--- config.mk ---
export PLATFORM = sky130hd
export DESIGN_NAME = multi_xfer_seq
export DESIGN_NICKNAME = d
export VERILOG_FILES = /design/src/rtl/mx_pkg.sv /design/src/rtl/mx_popcount.sv /design/src/rtl/mx_lowest.sv /design/src/rtl/multi_xfer_seq.sv
export SDC_FILE = /design/constraint.sdc
export NUM_CORES = 1
export LEC_CHECK = 0
export BUFFER_PORTS_ARGS = -buffer_cell sky130_fd_sc_hd__buf_2
export CORE_MARGIN = 2
export CORE_UTILIZATION = 29
export DETAILED_ROUTE_END_ITERATION = 8
export PLACE_DENSITY = 0.52
export RECOVER_POWER = 100
export SLEW_MARGIN = 20
export SYNTH_ARGS = -nofsm -noshare
export SYNTH_HDL_FRONTEND = slang
export SYNTH_SLANG_ARGS = --single-unit
--- constraint.sdc ---
create_clock -name clk_i -period 4.2 [get_ports clk_i]
set_input_delay 0.42 -clock clk_i [delete_from_list [all_inputs] [get_ports clk_i]]
set_output_delay 0.42 -clock clk_i [all_outputs]
set_load 0.02 [all_outputs]
--- src/rtl/mx_pkg.sv ---
package mx_pkg;
  typedef enum logic [1:0] {
    ST_IDLE = 2'd0,
    ST_XFER = 2'd1,
    ST_TAIL = 2'd2,
    ST_FIN  = 2'd3
  } mx_state_e;
endpackage

--- src/rtl/mx_popcount.sv ---
module mx_popcount #(
  parameter int N = 16,
  parameter int W = $clog2(N + 1)
) (
  input  logic [N-1:0] vec_i,
  output logic [W-1:0] cnt_o
);
  always_comb begin
    cnt_o = '0;
    for (int i = 0; i < N; i++) cnt_o = cnt_o + W'(vec_i[i]);
  end
endmodule

--- src/rtl/mx_lowest.sv ---
module mx_lowest #(
  parameter int N  = 16,
  parameter int IW = $clog2(N)
) (
  input  logic [N-1:0]  vec_i,
  output logic [N-1:0]  oh_o,
  output logic [IW-1:0] idx_o
);
  logic [N:0] seen;
  assign seen[0] = 1'b0;
  for (genvar g = 0; g < N; g++) begin : g_pick
    assign seen[g+1] = seen[g] | vec_i[g];
    assign oh_o[g]   = vec_i[g] & ~seen[g];
  end

  always_comb begin
    idx_o = '0;
    for (int i = 0; i < N; i++) if (oh_o[i]) idx_o = idx_o | IW'(i);
  end
endmodule

--- src/rtl/multi_xfer_seq.sv ---
module multi_xfer_seq
  import mx_pkg::*;
#(
  parameter int AW   = 32,
  parameter int NREG = 16,
  localparam int IW  = $clog2(NREG),
  localparam int CW  = $clog2(NREG + 1)
) (
  input  logic            clk_i,
  input  logic            rst_ni,
  input  logic            start_i,
  input  logic [AW-1:0]   base_i,
  input  logic [IW-1:0]   base_idx_i,
  input  logic [NREG-1:0] rlist_i,
  input  logic            up_i,
  input  logic            pre_i,
  input  logic            wb_i,
  input  logic            load_i,
  input  logic            psr_i,
  input  logic            priv_i,
  input  logic [AW-1:0]   insn_addr_i,
  output logic            busy_o,
  output logic            err_o,
  output logic            mem_req_o,
  input  logic            mem_gnt_i,
  output logic [AW-1:0]   mem_addr_o,
  output logic            mem_we_o,
  output logic            mem_seq_o,
  output logic [AW-1:0]   mem_wdata_o,
  input  logic [AW-1:0]   mem_rdata_i,
  output logic [IW-1:0]   reg_idx_o,
  output logic            reg_user_o,
  input  logic [AW-1:0]   reg_rdata_i,
  output logic            reg_we_o,
  output logic [AW-1:0]   reg_wdata_o,
  output logic            idle_o,
  output logic            done_o,
  output logic            wb_en_o,
  output logic [AW-1:0]   wb_val_o,
  output logic            psr_restore_o
);
  localparam logic [AW-1:0] SPAN     = AW'(4 * NREG);
  localparam logic [AW-1:0] SPAN_M1  = AW'(4 * (NREG - 1));
  localparam logic [IW-1:0] PC_IDX   = IW'(NREG - 1);
  localparam logic [AW-1:0] PC_AHEAD = AW'(12);

  mx_state_e state_q;
  logic [NREG-1:0] rem_q;
  logic [AW-1:0]   addr_q, base_q, nb_q, fin_val_q, insn_q;
  logic [IW-1:0]   bidx_q;
  logic up_q, load_q, empty_q, first_q, early_q, fin_wb_q, restore_q, user_q;

  // command decode
  logic [CW-1:0]   cnt_w;
  logic [AW-1:0]   nb_w, lo_w, first_w, eoff_w, fin_w;
  logic            empty_w, pre_eff_w, bad_w, accept_w;

  mx_popcount #(.N(NREG), .W(CW)) u_cnt (.vec_i(rlist_i), .cnt_o(cnt_w));

  always_comb begin
    empty_w   = (rlist_i == '0);
    nb_w      = AW'(cnt_w) << 2;
    pre_eff_w = up_i ? pre_i : ~pre_i;
    lo_w      = up_i ? base_i : base_i - nb_w;
    unique case ({up_i, pre_i})
      2'b00:   eoff_w = -SPAN_M1;
      2'b01:   eoff_w = -SPAN;
      2'b10:   eoff_w = '0;
      default: eoff_w = AW'(4);
    endcase
    if (empty_w) first_w = load_i ? base_i : base_i + eoff_w;
    else         first_w = lo_w + (pre_eff_w ? AW'(4) : '0);
    if (empty_w) fin_w = up_i ? base_i + SPAN : base_i - SPAN;
    else         fin_w = base_i + nb_w;
  end

  assign bad_w    = psr_i & ~priv_i;
  assign accept_w = start_i & (state_q == ST_IDLE) & ~bad_w;
  assign err_o    = start_i & (state_q == ST_IDLE) & bad_w;

  // walk
  logic [NREG-1:0] oh_w;
  logic [IW-1:0]   pick_w;
  logic            last_w, fire_w;

  mx_lowest #(.N(NREG), .IW(IW)) u_pick (.vec_i(rem_q), .oh_o(oh_w), .idx_o(pick_w));

  assign last_w = empty_q | ((rem_q & ~oh_w) == '0);
  assign fire_w = mem_req_o & mem_gnt_i;

  always_ff @(posedge clk_i or negedge rst_ni) begin
    if (!rst_ni) begin
      state_q   <= ST_IDLE;
      rem_q     <= '0;
      addr_q    <= '0;
      base_q    <= '0;
      nb_q      <= '0;
      fin_val_q <= '0;
      insn_q    <= '0;
      bidx_q    <= '0;
      up_q      <= 1'b0;
      load_q    <= 1'b0;
      empty_q   <= 1'b0;
      first_q   <= 1'b0;
      early_q   <= 1'b0;
      fin_wb_q  <= 1'b0;
      restore_q <= 1'b0;
      user_q    <= 1'b0;
    end else begin
      early_q <= accept_w & wb_i & ~up_i & ~empty_w;
      unique case (state_q)
        ST_IDLE: if (accept_w) begin
          state_q   <= ST_XFER;
          rem_q     <= rlist_i;
          addr_q    <= first_w;
          base_q    <= base_i;
          nb_q      <= nb_w;
          fin_val_q <= fin_w;
          insn_q    <= insn_addr_i;
          bidx_q    <= base_idx_i;
          up_q      <= up_i;
          load_q    <= load_i;
          empty_q   <= empty_w;
          first_q   <= 1'b1;
          fin_wb_q  <= wb_i & (empty_w | (up_i & ~(load_i & rlist_i[base_idx_i])));
          restore_q <= psr_i & load_i & rlist_i[NREG-1];
          user_q    <= psr_i & ~(load_i & rlist_i[NREG-1]);
        end
        ST_XFER: if (fire_w) begin
          rem_q   <= rem_q & ~oh_w;
          addr_q  <= addr_q + AW'(4);
          first_q <= 1'b0;
          if (last_w) state_q <= load_q ? ST_TAIL : ST_FIN;
        end
        ST_TAIL: state_q <= ST_FIN;
        default: state_q <= ST_IDLE;
      endcase
    end
  end

  // outputs
  logic xfer_w;
  assign xfer_w     = (state_q == ST_XFER);
  assign busy_o     = (state_q != ST_IDLE);
  assign mem_req_o  = xfer_w;
  assign mem_addr_o = addr_q;
  assign mem_we_o   = xfer_w & ~load_q;
  assign mem_seq_o  = xfer_w & ~first_q;
  assign reg_idx_o  = empty_q ? PC_IDX : pick_w;
  assign reg_user_o = busy_o & user_q;
  assign reg_we_o   = fire_w & load_q;
  assign reg_wdata_o = empty_q ? {mem_rdata_i[AW-1:2], 2'b00} : mem_rdata_i;
  assign idle_o     = (state_q == ST_TAIL);
  assign done_o     = (state_q == ST_FIN);
  assign psr_restore_o = done_o & restore_q;
  assign wb_en_o    = early_q | (done_o & fin_wb_q);
  assign wb_val_o   = early_q ? base_q - nb_q : fin_val_q;

  always_comb begin
    if (empty_q)                 mem_wdata_o = insn_q + PC_AHEAD;
    else if (reg_idx_o == bidx_q)
      mem_wdata_o = first_q ? base_q : (up_q ? base_q + nb_q : base_q - nb_q);
    else if (reg_idx_o == PC_IDX) mem_wdata_o = insn_q + PC_AHEAD;
    else                         mem_wdata_o = reg_rdata_i;
  end


  first_nonseq_chk: assert property (@(posedge clk_i) disable iff (!rst_ni)
    $rose(mem_req_o) |-> !mem_seq_o);

  later_seq_chk: assert property (@(posedge clk_i) disable iff (!rst_ni)
    (mem_req_o && mem_gnt_i && !done_o) |=> (!mem_req_o || mem_seq_o));

  addr_step_chk: assert property (@(posedge clk_i) disable iff (!rst_ni)
    (mem_req_o && mem_gnt_i) |=> (!mem_req_o || mem_addr_o == $past(mem_addr_o) + AW'(4)));

  hold_chk: assert property (@(posedge clk_i) disable iff (!rst_ni)
    (mem_req_o && !mem_gnt_i) |=> (mem_req_o && $stable(mem_addr_o) && $stable(reg_idx_o)
                                   && $stable(mem_we_o)));

  idle_then_done_chk: assert property (@(posedge clk_i) disable iff (!rst_ni)
    idle_o |=> done_o);

  err_no_burst_chk: assert property (@(posedge clk_i) disable iff (!rst_ni)
    err_o |=> !busy_o);

  restore_at_done_chk: assert property (@(posedge clk_i) disable iff (!rst_ni)
    psr_restore_o |-> (done_o && !reg_user_o));

  no_store_rf_write_chk: assert property (@(posedge clk_i) disable iff (!rst_ni)
    mem_we_o |-> !reg_we_o);
endmodule

==> out/results.txt <==
Period minus WS final - 6.28 ns
Die ar. - 0.0611 mm²
Root Buffer - clkbuf_16
largest net degree at the start of global routing - 142
CP peak stage delay - 0.54 ns
via-per-instance ratio - 5.46
Clk pin slew, worst setup/hold paths - 0.08 ns
Combinational Power Share - 0.654
via count - 18600
Max Freq - 0.159 GHz
PortBufs - 240
Critical Path Start Type - primary input
final hold vios - 0
PwrDens - 658 mW/mm²
clk_skew - 0.0177 ns
worst reg2reg setup slack - -0.26 ns
P_int - 7.14 mW
warnings from Yosys - 0
final worst setup slack - -2.08 ns
most frequent CP cell - fa_1
outcome - complete, but fails checks
WL/cell - 20.6 µm
max-cap viol count - 4
clk_lat worst skew - 0.51 ns
GPL Wtd Cong - 0.934
WHS Path Cells - 3
Hold Startpoint - insn_addr_i[24]
antenna violations before repair - 7
Die Y - 247 µm
total power - 14.6 mW
CTS tree - yes
NetSw - 7.44 mW
Worst EP arrival - 6.74 ns
sequential fraction of design power - 0.231
Starting Density - 0.292
critical path cell sequence - buf_12 > inv_8 > ha_4 > inv_2 > fa_1 > fa_1 > fa_1 > fa_1 > fa_2 > fa_2 > nor2b_2 > o21ai_2 > ha_2 > or4_4 > or4_4 > buf_6 > nor4_4 > xor2_2 > o31ai_4 > nor2_4 > or4b_4 > xnor2_1 > o221ai_1 > o211a_1
Antenna Nets Post-Route - 0
row count - 89
Design Area, Final - 0.0221 mm²
GR Overflow Total - 0
dpl cell area - 0.0203 mm²
clk sinks - 161
fin nets - 2885
WL final - 70100 µm
Worst R2R End - fin_val_q[22]
area share of the largest cell type after synthesis - 0.235
CTS max path bufs - 2
first-pass GRT wire length - 107000 µm
crit path from - rlist_i[0]
htree depth - 4
initial DRC count - 1413
post-layout util - 0.377
Hold Path Sink - insn_q[24]
ys flop type - dfrtp_1
largest cells by area after synthesis - dfrtp_1 (23%), nand2_1 (8.1%), ha_1 (6.6%)
CP Max Fanout - 3
max-slew violations - 319
io pins - 301
count of cell types in the netlist - 95
layout overhead on the synthesized area - 29.1%
Die Wd - 247 µm
DRC viols - 0
RSZ-0062 raised after global routing - yes
Slowest-stage cell, CP - fa_1
dpl hpwl - 54000 µm
clock network power share - 0.115
Cells after Synth - 2307
Worst slew margin - -0.996
Tot GR Track Use - 0.228
crit path kind - in2reg
Post-Syn Area per Cell - 7.43 µm²
Final period util - 1.50
failing checks - capacitance limit, slew limit, setup timing
ratio of cells with drive above 1 in the final layout - 0.255
synthesized net count - 2570
Post-Syn Area - 0.0172 mm²
R2R depth - 7
switching share of power - 0.510
Post-synth EDFFs - 0
Req. time, crit path - 4.65 ns
vias in the first global route - 18200
Initial DRT Pass Iterations - 6
#FFs+latches synth - 161
Async SR Flop Fraction - 1.00
Worst-Margin Slew - 2.99 ns
area of the core - 0.0588 mm²
hold crit path type - in2reg
Synth area leader - dfrtp_1
Max VDD drop - 0.000392 V
number of buffers created by CTS - 17
final setup violation count - 91
share of the yosys chip area belonging to registers - 0.235
CP endpoint kind - flip-flop
FF-to-FF Start - state_q[1]
leak pwr - 9.69 nW
==> cells by family after synthesis <==
| kind of cell | share of synthesized area |
|---|---|
| AOI/OAI and AO/OA | 0.224 |
| xor gates and xnor gates | 0.0975 |
| adders and majority gates | 0.0849 |
| buffers and inverters | 0.0689 |
| DFF | 0.235 |
| muxes | 0.0350 |
| and+or+nand+nor | 0.254 |
==> worst max-delay path, delay by kind of cell <==
kind	cells	cell delay, ns
xor+xnor	2	0.41
fa+ha+maj	8	3.10
simple gates	6	1.93
buf+inv	4	0.29
compound gates	4	0.60
==> flip-flops by register name (all words and copies together), names as in the netlist, 2 cells and up <==
name / count
nb_q: 5
base_q: 32
rem_q: 16
mem_addr_o: 32
state_q: 2
insn_q: 32
fin_val_q: 30
bidx_q: 4
==> power groups by stage <==
stage / sequential [mW] / combinational [mW] / clock (mW)
floorplan: 3.02 / 5.64 / 0
global placement: 3.32 / 8.50 / 0
detailed placement: 3.35 / 8.58 / 0
CTS: 3.33 / 9.07 / 1.71
global route: 3.49 / 10.4 / 1.77
finish: 3.37 / 9.53 / 1.68
==> synth_stat cells (all sizes together), types with 27 or more instances <==
library cell  count
o21ai           150
nor3             56
dfrtp           161
nor4             27
nand4            32
nand3            83
clkbuf          120
mux2i            36
inv              86
xor2             77
xnor2           114
and3             37
a21oi           177
nor2            196
a21o             34
ha               90
buf              55
o22ai            32
nand2           370
==> metrics by stage <==
step | TNS [ns] | setup WS [ns] | cells | hold WS (ns)
finish | -90.78 | -2.08 | 3409 | 0.106
global placement | -117.66 | -2.83 | 3344 | 0.412
CTS | -74.95 | -2.01 | 3391 | 0.0701
floorplan | -78.59 | -2.47 | 2307 | 0.124
detailed placement | -119.56 | -2.87 | 3344 | 0.416
global route | -124.74 | -2.28 | 3409 | 0.0914
==> placed cells by master (no fill, tap or decap), drive strengths merged, types with 11 or more instances in the layout <==
| master | count |
|---|---|
| mux2 | 11 |
| and3 | 37 |
| a21o | 34 |
| o211ai | 14 |
| nand3 | 83 |
| xor2 | 77 |
| o21ai | 150 |
| buf | 399 |
| nor3 | 56 |
| o21bai | 12 |
| nor4 | 27 |
| nand2 | 370 |
| or2 | 12 |
| or4 | 11 |
| or3 | 19 |
| dfrtp | 161 |
| a211oi | 17 |
| and4 | 15 |
| fa | 15 |
| xnor2 | 114 |
| nor2 | 196 |
| o21a | 15 |
| ha | 90 |
| nor2b | 22 |
| o22ai | 32 |
| mux2i | 36 |
| nand2b | 17 |
| a31oi | 23 |
| a21oi | 177 |
| clkbuf | 88 |
| a22oi | 24 |
| nand4 | 32 |
| inv | 94 |
==> cell type report <==
type | count | area [µm²]
fillers | 6147 | 36600
multi-input cells | 1881 | 13100
flip-flops and latches | 161 | 4030
repair buffers | 471 | 3030
well taps | 773 | 967
clock buffers | 17 | 425
inverters | 90 | 360
clock inverters | 15 | 188
diodes | 1 | 2.50
==> worst max-delay path by stage <==
stage                     endpoint  cells past startpoint  slack [ns]
finish              mem_addr_o[30]                     24       -2.08
global route        mem_addr_o[30]                     24       -2.28
CTS                 mem_addr_o[15]                     24       -2.01
detailed placement  mem_addr_o[14]                     24       -2.87
global placement    mem_addr_o[14]                     24       -2.83
floorplan           mem_addr_o[30]                     24       -2.47
==> routing by layer <==
| layer | up-vias | share of wire | global-route usage |
|---|---|---|---|
| met2 | 553 | 0.48 | 0.381 |
| met3 | 103 | 0.052 | 0.0402 |
| li1 | 8821 | - | - |
| met4 | 10 | 0.028 | 0.0791 |
| met5 | - | 0.00094 | 0 |
| met1 | 9117 | 0.43 | 0.293 |
==> what timing repair did <==
item | CTS | global route
setup buffers | 15 | 19
endpoints found under the hold margin | 46 | 0
resized for setup | 84 | 179
hold buffers | 1 | 0
endpoints found under the setup margin | 91 | 91
pin swaps | 36 | 65
Power figures use the tool's default switching activity.
